[src/rtl/lcdt_pkg.sv]
package lcdt_pkg;
  // Per-axis decode of a raster counter position.
  typedef struct packed {
    logic sync;   // inside the sync pulse
    logic act;    // inside the active window
  } lcdt_axis_t;
endpackage

[src/rtl/lcdt_axis_ctr.sv]
module lcdt_axis_ctr #(
  parameter int TOTAL = 1056,
  parameter int W     = $clog2(TOTAL)
) (
  input  logic         clk,
  input  logic         rst,
  input  logic         step,
  output logic [W-1:0] cnt,
  output logic         carry
);
  localparam logic [W-1:0] LAST = W'(TOTAL - 1);

  logic at_last;
  assign at_last = (cnt == LAST);
  assign carry   = step & at_last;

  always_ff @(posedge clk) begin
    if (rst) begin
      cnt <= '0;
    end else if (step) begin
      cnt <= at_last ? '0 : cnt + 1'b1;
    end
  end
endmodule

[src/rtl/lcdt_axis_dec.sv]
module lcdt_axis_dec
  import lcdt_pkg::*;
#(
  parameter int SYNC    = 1,
  parameter int SYNC_BP = 46,
  parameter int ACTIVE  = 800,
  parameter int W       = 11
) (
  input  logic [W-1:0] cnt,
  output lcdt_axis_t   flags,
  output logic [W-1:0] rel
);
  localparam logic [W-1:0] SYNC_END = W'(SYNC);
  localparam logic [W-1:0] ACT_BEG  = W'(SYNC_BP);
  localparam logic [W-1:0] ACT_END  = W'(SYNC_BP + ACTIVE);

  always_comb begin
    flags.sync = (cnt < SYNC_END);
    flags.act  = (cnt >= ACT_BEG) && (cnt < ACT_END);
    rel        = flags.act ? (cnt - ACT_BEG) : '0;
  end
endmodule

[src/rtl/lcdt_out_stage.sv]
module lcdt_out_stage
  import lcdt_pkg::*;
#(
  parameter int RGB_W = 24,
  parameter int X_W   = 11,
  parameter int Y_W   = 10
) (
  input  logic             clk,
  input  logic             rst,
  input  logic             de_only,
  input  lcdt_axis_t       h_f,
  input  lcdt_axis_t       v_f,
  input  logic [X_W-1:0]   h_rel,
  input  logic [Y_W-1:0]   v_rel,
  input  logic             frame_wrap,
  input  logic [RGB_W-1:0] rgb_i,
  output logic             req_o,
  output logic [X_W-1:0]   x_o,
  output logic [Y_W-1:0]   y_o,
  output logic             hs_n_o,
  output logic             vs_n_o,
  output logic             de_o,
  output logic             fs_o,
  output logic             mode_o,
  output logic [RGB_W-1:0] rgb_o
);
  logic hs_q, vs_q, fs_q;
  logic at_origin;   // counters sit on line 0, column 0
  logic pix_act;

  assign pix_act = h_f.act & v_f.act;

  // Origin marker: set by reset and by the frame carry, so it is
  // true exactly while the counters hold position 0.
  always_ff @(posedge clk) begin
    if (rst) at_origin <= 1'b1;
    else     at_origin <= frame_wrap;
  end

  // Stage 1: request and coordinates, one clock ahead of the panel.
  always_ff @(posedge clk) begin
    if (rst) begin
      req_o <= 1'b0;
      x_o   <= '0;
      y_o   <= '0;
      hs_q  <= 1'b0;
      vs_q  <= 1'b0;
      fs_q  <= 1'b0;
    end else begin
      req_o <= pix_act;
      x_o   <= pix_act ? h_rel : '0;
      y_o   <= pix_act ? v_rel : '0;
      hs_q  <= h_f.sync;
      vs_q  <= v_f.sync;
      fs_q  <= at_origin;
    end
  end

  // Stage 2: panel-facing outputs aligned with the returned colour.
  always_ff @(posedge clk) begin
    if (rst) begin
      de_o   <= 1'b0;
      hs_n_o <= 1'b1;
      vs_n_o <= 1'b1;
      fs_o   <= 1'b0;
      mode_o <= 1'b0;
      rgb_o  <= '0;
    end else begin
      de_o   <= req_o;
      hs_n_o <= ~(hs_q & ~de_only);
      vs_n_o <= ~(vs_q & ~de_only);
      fs_o   <= fs_q;
      mode_o <= de_only;
      rgb_o  <= req_o ? rgb_i : '0;
    end
  end
endmodule

[src/rtl/wvga_raster_gen.sv]
module wvga_raster_gen
  import lcdt_pkg::*;
#(
  parameter  int H_ACTIVE  = 800,
  parameter  int H_TOTAL   = 1056,
  parameter  int H_SYNC    = 1,
  parameter  int H_SYNC_BP = 46,
  parameter  int V_ACTIVE  = 480,
  parameter  int V_TOTAL   = 525,
  parameter  int V_SYNC    = 1,
  parameter  int V_SYNC_BP = 23,
  parameter  int RGB_W     = 24,
  localparam int X_W       = $clog2(H_TOTAL),
  localparam int Y_W       = $clog2(V_TOTAL)
) (
  input  logic             clk,
  input  logic             rst,
  input  logic             de_only_i,
  input  logic [RGB_W-1:0] rgb_i,
  output logic             pix_req_o,
  output logic [X_W-1:0]   pix_x_o,
  output logic [Y_W-1:0]   pix_y_o,
  output logic             hsync_n_o,
  output logic             vsync_n_o,
  output logic             de_o,
  output logic [RGB_W-1:0] rgb_o,
  output logic             mode_o,
  output logic             frame_start_o
);
  logic [X_W-1:0] hcnt, hrel;
  logic [Y_W-1:0] vcnt, vrel;
  logic           h_carry, v_carry;
  lcdt_axis_t     h_f, v_f;

  lcdt_axis_ctr #(.TOTAL(H_TOTAL), .W(X_W)) u_hctr (
    .clk(clk), .rst(rst), .step(1'b1), .cnt(hcnt), .carry(h_carry)
  );

  lcdt_axis_ctr #(.TOTAL(V_TOTAL), .W(Y_W)) u_vctr (
    .clk(clk), .rst(rst), .step(h_carry), .cnt(vcnt), .carry(v_carry)
  );

  lcdt_axis_dec #(.SYNC(H_SYNC), .SYNC_BP(H_SYNC_BP), .ACTIVE(H_ACTIVE), .W(X_W)) u_hdec (
    .cnt(hcnt), .flags(h_f), .rel(hrel)
  );

  lcdt_axis_dec #(.SYNC(V_SYNC), .SYNC_BP(V_SYNC_BP), .ACTIVE(V_ACTIVE), .W(Y_W)) u_vdec (
    .cnt(vcnt), .flags(v_f), .rel(vrel)
  );

  lcdt_out_stage #(.RGB_W(RGB_W), .X_W(X_W), .Y_W(Y_W)) u_out (
    .clk(clk), .rst(rst), .de_only(de_only_i),
    .h_f(h_f), .v_f(v_f), .h_rel(hrel), .v_rel(vrel),
    .frame_wrap(v_carry), .rgb_i(rgb_i),
    .req_o(pix_req_o), .x_o(pix_x_o), .y_o(pix_y_o),
    .hs_n_o(hsync_n_o), .vs_n_o(vsync_n_o), .de_o(de_o),
    .fs_o(frame_start_o), .mode_o(mode_o), .rgb_o(rgb_o)
  );
endmodule

[config.mk]
export PLATFORM = sky130hd
export DESIGN_NAME = wvga_raster_gen
export DESIGN_NICKNAME = d
export VERILOG_FILES = /design/src/rtl/lcdt_pkg.sv /design/src/rtl/lcdt_axis_ctr.sv /design/src/rtl/lcdt_axis_dec.sv /design/src/rtl/lcdt_out_stage.sv /design/src/rtl/wvga_raster_gen.sv
export SDC_FILE = /design/constraint.sdc
export NUM_CORES = 1
export LEC_CHECK = 0
export BUFFER_PORTS_ARGS = -buffer_cell sky130_fd_sc_hd__buf_2
export CORE_MARGIN = 8
export CORE_UTILIZATION = 47
export DETAILED_ROUTE_END_ITERATION = 8
export PLACE_DENSITY = 0.86
export SKIP_LAST_GASP = 1
export SLEW_MARGIN = 20
export SYNTH_ARGS = -nofsm -noshare
export SYNTH_HDL_FRONTEND = slang
export SYNTH_SLANG_ARGS = --single-unit
export TNS_END_PERCENT = 50
[constraint.sdc]
create_clock -name clk -period 2.3 [get_ports clk]
set_clock_uncertainty 0.1 [all_clocks]
set_input_delay 0.115 -clock clk [delete_from_list [all_inputs] [get_ports clk]]
set_output_delay 0.115 -clock clk [all_outputs]
set_load 0.05 [all_outputs]
Yosys cells after proc, flatten, opt, wreduce, memory -nomap -nowiden:

Index checks and enable logic that the tools add are counted.

* word-level logic and storage cells: 45
* register bits after elaboration: 76
* output and inout port bits: 51

* eq/ne operators: 2
* reduce and logical (&&, ||, !) cells: 6
* multiplexer cells: 1
* order comparisons: 6
* bitwise logic cells: 11
* $add $sub $neg: 4

Operators with widths (number)
* $add 11x1->11 const B: 1
* $eq 11x11->1 const B: 1
* $ge 11x6->1 const B: 1
* $lt 11x1->1 const B: 1
* $lt 11x10->1 const B: 1
* $sub 11x6->11 const B: 1
* $add 10x1->10 const B: 1
* $eq 10x10->1 const B: 1
* $ge 10x5->1 const B: 1
* $lt 10x1->1 const B: 1
* $lt 10x9->1 const B: 1
* $mux 10: 1
* $sub 10x5->10 const B: 1
* $not 1->1: 7
* $reduce_or 3->1: 2
* $and 1x1->1: 4
* $reduce_or 2->1: 2
* $logic_and 1x1->1: 2

Longest topological paths before layout:

Gate-level depths: netlist of the first run.

* word-level depth: 5
* depth in mapped cells: 7

Modules after synthesis:

A second synthesis of the first run with hierarchy kept.

* cells, all modules: 327
* area total of the unflattened synthesis: 3357.0 um^2

Modules (own cells, without submodules)
* lcdt_out_stage: area each 1639.1 um^2, cells each 121, times used 1
* lcdt_axis_ctr (u_hctr): area each 540.5 um^2, cells each 59, times used 1
* lcdt_axis_ctr (u_vctr): area each 501.7 um^2, cells each 54, times used 1
* lcdt_axis_dec (u_vdec): area each 371.6 um^2, cells each 51, times used 1
* lcdt_axis_dec (u_hdec): area each 300.3 um^2, cells each 41, times used 1
* wvga_raster_gen: area each 3.8 um^2, cells each 1, times used 1

Least setup slack after synthesis of the first run:

OpenSTA, ideal clock, no wires.

* path kind: register to register
* start: register u_hctr.cnt[6]
* end: register u_vctr.cnt[6]
* path buffers: 2
* period minus slack after synthesis: 2348 ps
* stages on the path, launching flop included: 7
* arrival time: 2182 ps
* setup time: 66 ps
* setup slack: -48 ps
* data required time: 2134 ps
* cell sequence: dfxtp_1 > buf_6 > or4_4 > buf_6 > or4_4 > or4b_4 > a21oi_2

* word-level cells in the longest chain between the ends: 1

Ends and longest elaborated chain
* start: declaration: line lcdt_axis_ctr.sv:8 `output logic [W-1:0] cnt,`
* start signal: assignment: line lcdt_axis_ctr.sv:21 `cnt <= at_last ? '0 : cnt + 1'b1;`
* $eq 11x11->1: line lcdt_axis_ctr.sv:14 `assign at_last = (cnt == LAST);`
* end signal: assignment: line lcdt_axis_ctr.sv:21
* end: declaration: line lcdt_axis_ctr.sv:8

Every way passes these cells.
A chain may end at the register's enable or synchronous reset.

Worst setup path after layout of the first run:

* start: register u_hctr.cnt[9]
* end: register u_vctr.cnt[6]

Same word-level chain as after synthesis.

==> reports/summary.txt, run 1 <==
H-tree levels: 3
vias in the first global route: 2675
Antenna Cells: 0
total gr overflow: 0
asr flop ratio synth: 0
CTS tree: yes
Max FO, Critical Path: 5
Total Power: 2480 uW
DR pass1 iterations: 4
routed vias/inst: 5.44
WL final: 8750 um
syn nets: 331
row count: 28
worst skew pair latency: 0.35 ns
crit path cell chain: or4_4 > or4_4 > or4b_4 > a21oi_2
met2 track demand over resource: 0.335
Area growth, synth to finish: 34.9%
CP startpoint kind: flop
Cells after Synth: 297
register area: 1520 um^2
met1 usage: 0.227
GRT Overall Usage: 0.201
grt met3 use: 0.0722
pwr dens: 633 nW/um^2
Worst VDD drop: 485 uV
die width: 94.6 um
slowest stage delay, CP: 0.56 ns
Crit Path Category: flop to flop
Detail Route Antenna Nets: 0
DRC violations left: 0
top post-synthesis cells by count: 76 x dfxtp_1, 27 x and2_1, 19 x clkbuf_1, 18 x nor2_1, 17 x nor3_1
Synth Register Bits: 76
share of cells above drive strength 1: 0.302
register area share after synthesis: 0.524
worst slew pin tran: 0.714 ns
post-DP HPWL: 5160 um
Yosys top cell area share: 0.524
Die Area: 8940 um^2
achievable frequency: 447 MHz
Post-synth EDFFs: 0
Multi-input gate area: 1270 um^2
Top delay family on crit path: simple AND/OR/NAND/NOR gates
CTS root buf: clkbuf_8
first-pass GRT wire length: 13900 um
Final Util: 0.657
Yosys warning count: 0
DR WL/cell: 17.8 um
final hold vios: 0
initial antenna violation count: 0
CTS clock-pin slew for the worst setup and hold paths: 0.08 ns
DRT iter0 DRCs: 199
layer with the highest usage: met2
fin crit period: 2.24 ns
most common cell in the synthesized netlist: dfxtp_1
CP arrival: 2.42 ns
slew margin rel.: 0.522
Worst path most repeated cell: or4_4
nature of the critical path endpoint: flop
Final nets: 446
synthesized area: 2900 um^2
Slowest-stage cell, CP: or4_4
ys flop type: dfxtp_1
max_cap viols: 0
core box area: 5960 um^2
RSZ-0062 raised after global routing: no
WP buf/inv: 0
CTS Buffer Depth: 2
vias: 2676
Slew Limit Fails: 0
distinct cell type count after synthesis: 44
Setup TNS Final: 0 ns
Hold Path Class: flop to flop
Port Buffer Count: 77
# IOs: 78
post-synth top area cell: dfxtp_1
final cell count without fillers: 492
final setup vio count: 0
Die Ht: 94.6 um
Avg Inst Size Synth: 9.77 um^2
Initial Utilization: 0.487
ranking of synthesized cells by area: dfxtp_1 52%, and2_1 5.8%, xnor2_1 3.3%
Post-Place Setup Slack: 0.0943 ns
status: finished clean
fillers: 423
placed cells: 450
Num CTS Buffers: 9
required time worst endpoint: 2.48 ns
final worst-path cycle share: 0.972
placer congestion estimate: 0.880
fin worst setup slack: 0.0637 ns
largest net degree at the start of global routing: 26
static leakage: 0.00175 uW
clk sinks: 76
-- sequential cells by signal (all words and copies together), names as in the netlist, 10 cells and up --
name         cells
u_out.x_o       11
u_out.rgb_o     24
u_vctr.cnt      10
u_hctr.cnt      11
u_out.y_o       10
-- report_power, final --
part           internal (uW)  switching, uW
logic                   68.3           59.0
registers               1330           14.6
clock network            502            506
-- cell type report --
cell class	count	share of cell area
Inverter	6	0.00575
Multi-Input combinational cell	193	0.324
Clock buffer	10	0.0326
Tap cell	75	0.0240
Timing Repair Buffer	126	0.209
Clock inverter	6	0.0163
Sequential cell	76	0.389
-- path summary, 6_finish.rpt --
kind,cells past startpoint,slack [ns],end,from
min,1,0.29,u_out.hs_n_o,u_out.hs_q
max,4,0.06,u_vctr.cnt[6],u_hctr.cnt[9]
max reg2reg,4,0.06,u_vctr.cnt[6],u_hctr.cnt[9]
min reg2reg,1,0.29,u_out.hs_n_o,u_out.hs_q
-- what timing repair did --
item,in CTS,in global routing
buffers inserted,0,0
resized for setup,0,0
endpoints found under the hold margin,30,0
hold buffers,26,0
-- cells by family (layout without fill, tap and decap cells) --
logic type,after synthesis,count (layout),share of synthesized area
simple gates,126,126,0.251
fa+ha+maj,7,7,0.0302
xor+xnor,17,17,0.0513
compound gates,41,41,0.0949
flops,76,76,0.524
buf+inv,28,148,0.0414
mux,2,2,0.00690
-- per-layer routing --
layer | up-vias | part of all wire
met5 | - | 0
met4 | 0 | 0.019
li1 | 1258 | -
met3 | 20 | 0.11
met2 | 138 | 0.46
met1 | 1260 | 0.41
-- layout by cell type, fill, tap and decap left out, types with 2 or more instances in the layout --
cell / count
or4b_2: 2
nand2b_1: 2
ha_1: 7
a2111oi_0: 2
xor2_1: 6
nand2_1: 13
nor4_1: 3
clkbuf_8: 9
and3_1: 2
dlygate4sd3_1: 26
mux2i_1: 2
nand4_1: 6
nand3_1: 7
nor3b_1: 3
a21o_1: 3
a31o_2: 2
dfxtp_1: 76
inv_1: 6
or4_4: 2
clkinv_2: 2
buf_2: 77
o31ai_1: 3
nor3_1: 17
or3_1: 5
nor2b_1: 5
xnor2_1: 11
nand3b_1: 3
nor2_1: 18
buf_4: 23
a211oi_1: 5
clkinvlp_4: 2
and2_1: 27
or4_1: 5
a21oi_1: 13
o21ai_0: 5
-- worst register-to-register path, stage by stage, from the launching register on --
cell and delay, ns:
dfxtp_1 0.32, or4_4 0.56, or4_4 0.55, or4b_4 0.50
a21oi_2 0.14
-- metrics by stage --
step / area, um^2 / hold slack, ns
6_report: 3920 / 0.295
4_1_cts: 3910 / 0.266
5_1_grt: 3920 / 0.309
3_3_place_gp: 3460 / 0.215
3_5_place_dp: 3460 / 0.219
2_1_floorplan: 2900 / 0.0866
(Power assumes the default switching activity.)
==> run 2: changes to the inputs <==
--- a/config.mk
+++ b/config.mk
@@ -6,13 +6,15 @@
 export NUM_CORES = 1
 export LEC_CHECK = 0
 export BUFFER_PORTS_ARGS = -buffer_cell sky130_fd_sc_hd__buf_2
+export CAP_MARGIN = 20
 export CORE_MARGIN = 8
-export CORE_UTILIZATION = 47
+export CORE_UTILIZATION = 48
 export DETAILED_ROUTE_END_ITERATION = 8
 export PLACE_DENSITY = 0.86
 export SKIP_LAST_GASP = 1
 export SLEW_MARGIN = 20
 export SYNTH_ARGS = -nofsm -noshare
 export SYNTH_HDL_FRONTEND = slang
+export SYNTH_HIERARCHICAL = 1
 export SYNTH_SLANG_ARGS = --single-unit
 export TNS_END_PERCENT = 50
==> reports/summary.txt, run 2 <==
met3 WL post-DR: 709 um
Slowest-stage cell, CP: a311o_2
row count: 30
clock power share: 0.396
static leakage: 0.00205 uW
post-synth top area cell: dfxtp_1
first-pass GRT wire length: 14200 um
DR pass1 iterations: 4
Post-synth EDFFs: 0
most frequent cells in the layout: 77 x buf_2, 75 x dfxtp_1, 25 x dlygate4sd3_1, 25 x and3b_1, 21 x and4b_1
clk sinks: 76
RSZ-0062 raised after global routing: yes
DR WL/cell: 16.1 um
# IOs: 78
WP buf/inv: 2
worst skew pair latency: 0.35 ns
largest net degree at the start of global routing: 62
fin crit period: 2.21 ns
required time worst endpoint: 2.49 ns
Area growth, synth to finish: 30.1%
die width: 99.6 um
Switch Pwr: 625 uW
ys flop type: dfxtp_1
Hold Path Class: input port to flop
Cells after Synth: 327
final worst-path cycle share: 0.960
routed vias/inst: 5.33
Max FO, Critical Path: 22
nature of the critical path endpoint: flop
vias in the first global route: 2798
Yosys warning count: 6
Num CTS Buffers: 9
Worst VDD drop: 251 uV
placer congestion estimate: 0.835
routed wl met2: 4210 um
pwr dens: 561 nW/um^2
most common cell after layout, fill and taps aside: buf_2
DRT iter0 DRCs: 205
final hold vios: 0
max FFs per register: 24
CTS root buf: clkbuf_8
GRT Overall Usage: 0.179
synthesized area: 3360 um^2
CTS tree: yes
total gr overflow: 0
Port Buffer Count: 77
ranking of synthesized cells by area: dfxtp_1 45%, and3b_1 6.5%, and4b_1 6.3%
Die Area: 9930 um^2
initial antenna violation count: 0
H-tree levels: 3
slew margin rel.: 0.460
syn nets: 362
max_cap viols: 0
worst slew pin tran: 0.810 ns
Top Registers: u_out/rgb_o x24, u_hctr/cnt x11, u_out/x_o x11
Die Ht: 99.6 um
achievable frequency: 453 MHz
core box area: 6790 um^2
highest metal used: met4
Setup TNS Final: 0 ns
WL final: 8740 um
Crit Path Category: flop to flop
final setup vio count: 0
Detail Route Antenna Nets: 0
Antenna Cells: 0
asr flop ratio synth: 0
slowest stage delay, CP: 0.46 ns
Seq pwr share: 0.544
Yosys top cell area share: 0.453
vias: 2891
share of cells above drive strength 1: 0.332
DRC violations left: 0
sw frac: 0.255
status: finished clean
CP startpoint kind: flop
WHS: 0.244 ns
Final nets: 476
distinct cell type count after synthesis: 62
Top delay family on crit path: compound AO/OA/AOI/OAI gates
Slew Limit Fails: 0
CP arrival: 2.40 ns
Synth Register Bits: 76
cell internal pwr: 1830 uW
Comb pwr share: 0.060
Avg Inst Size Synth: 10.3 um^2
Initial Utilization: 0.494
wl on met1: 3720 um
crit path cell chain: ha_2 > a211o_1 > a21o_1 > a311o_2 > inv_1 > buf_12 > and4b_1
CTS clock-pin slew for the worst setup and hold paths: 0.08 ns
post-DP HPWL: 5620 um
most common cell in the synthesized netlist: dfxtp_1
Reg with most FFs: u_out/rgb_o
CTS Buffer Depth: 2
register area share after synthesis: 0.453
top post-synthesis cells by count: 76 x dfxtp_1, 25 x and3b_1, 21 x and4b_1, 17 x nor2_1, 14 x inv_1
## run 2: cell count changes after synthesis, moves of 4 or more
cell	delta
a211oi_1	-4
nor3_1	-11
nor2_2	+7
buf_2	+4
and2_1	-27
o21ai_0	+4
and4b_1	+21
inv_1	+8
and3b_1	+25
clkbuf_1	-13
## run 2: worst paths after layout
check / start / end / slack [ns] / cells past startpoint
min: rst / u_hctr/cnt[2] / 0.24 / 2
max: u_hctr/cnt[2] / u_out/y_o[3] / 0.09 / 7
max reg2reg: u_hctr/cnt[2] / u_out/y_o[3] / 0.09 / 7
min reg2reg: u_out/fs_q / u_out/fs_o / 0.35 / 1
## run 2: repair_timing
action / 4_1_cts / 5_1_grt
resized for setup: 0 / 1
setup buffers: 0 / 1
setup endpoints to repair: 0 / 26
hold buffers: 25 / 0
hold endpoints to repair: 27 / 0
## run 2: power by group through the flow
stage               Combinational [uW]  Sequential, uW  Clock (uW)
finish                             148            1330         970
global route                       159            1330        1050
CTS                                141            1330         992
detailed placement                 107            1360           0
global placement                   104            1360           0
floorplan                         50.5            1380           0
## run 2: cell families after synthesis
| kind of cell | Yosys count | share of synthesized area |
|---|---|---|
| AOI/OAI and AO/OA | 47 | 0.107 |
| xor gates and xnor gates | 13 | 0.0339 |
| adders and majority gates | 8 | 0.0298 |
| buffers and inverters | 33 | 0.0503 |
| DFF | 76 | 0.453 |
| muxes | 3 | 0.00932 |
| other | 1 | 0.00112 |
| and+or+nand+nor | 146 | 0.315 |
## run 2: layer usage
layer / up-vias / track usage
li1: 1415 / -
met1: 1342 / 0.203
met2: 121 / 0.304
met3: 13 / 0.0628
met4: 0 / 0.0594
met5: - / 0
## run 2: area by class of cell
type	count	area (um^2)
clock buffer	9	124
clock inverter	7	65.1
fill	486	2430
inverter	15	56.3
multi-input combinational	218	1680
sequential	76	1520
tap	96	120
timing repair buffer	121	803
## run 2: through the flow
step	instance area [um^2]	setup WS, ns	total power [uW]	std cells	util
after floorplan	3360	0.0291	1430	327	-
after global placement	3910	0.132	1470	500	0.575
after detailed placement	3910	0.0672	1470	500	0.575
after CTS	4340	0.0541	2470	541	0.639
after global routing	4370	-0.0383	2540	542	0.643
final	4370	0.0922	2450	542	0.643
## run 2: worst reg2reg max path, delay by kind of cell (launching register included)
kind	cells	cell delay, ns
AOI/OAI and AO/OA	3	0.97
DFF	1	0.37
buffers and inverters	2	0.27
adders and majority gates	1	0.22
and+or+nand+nor	1	0.22
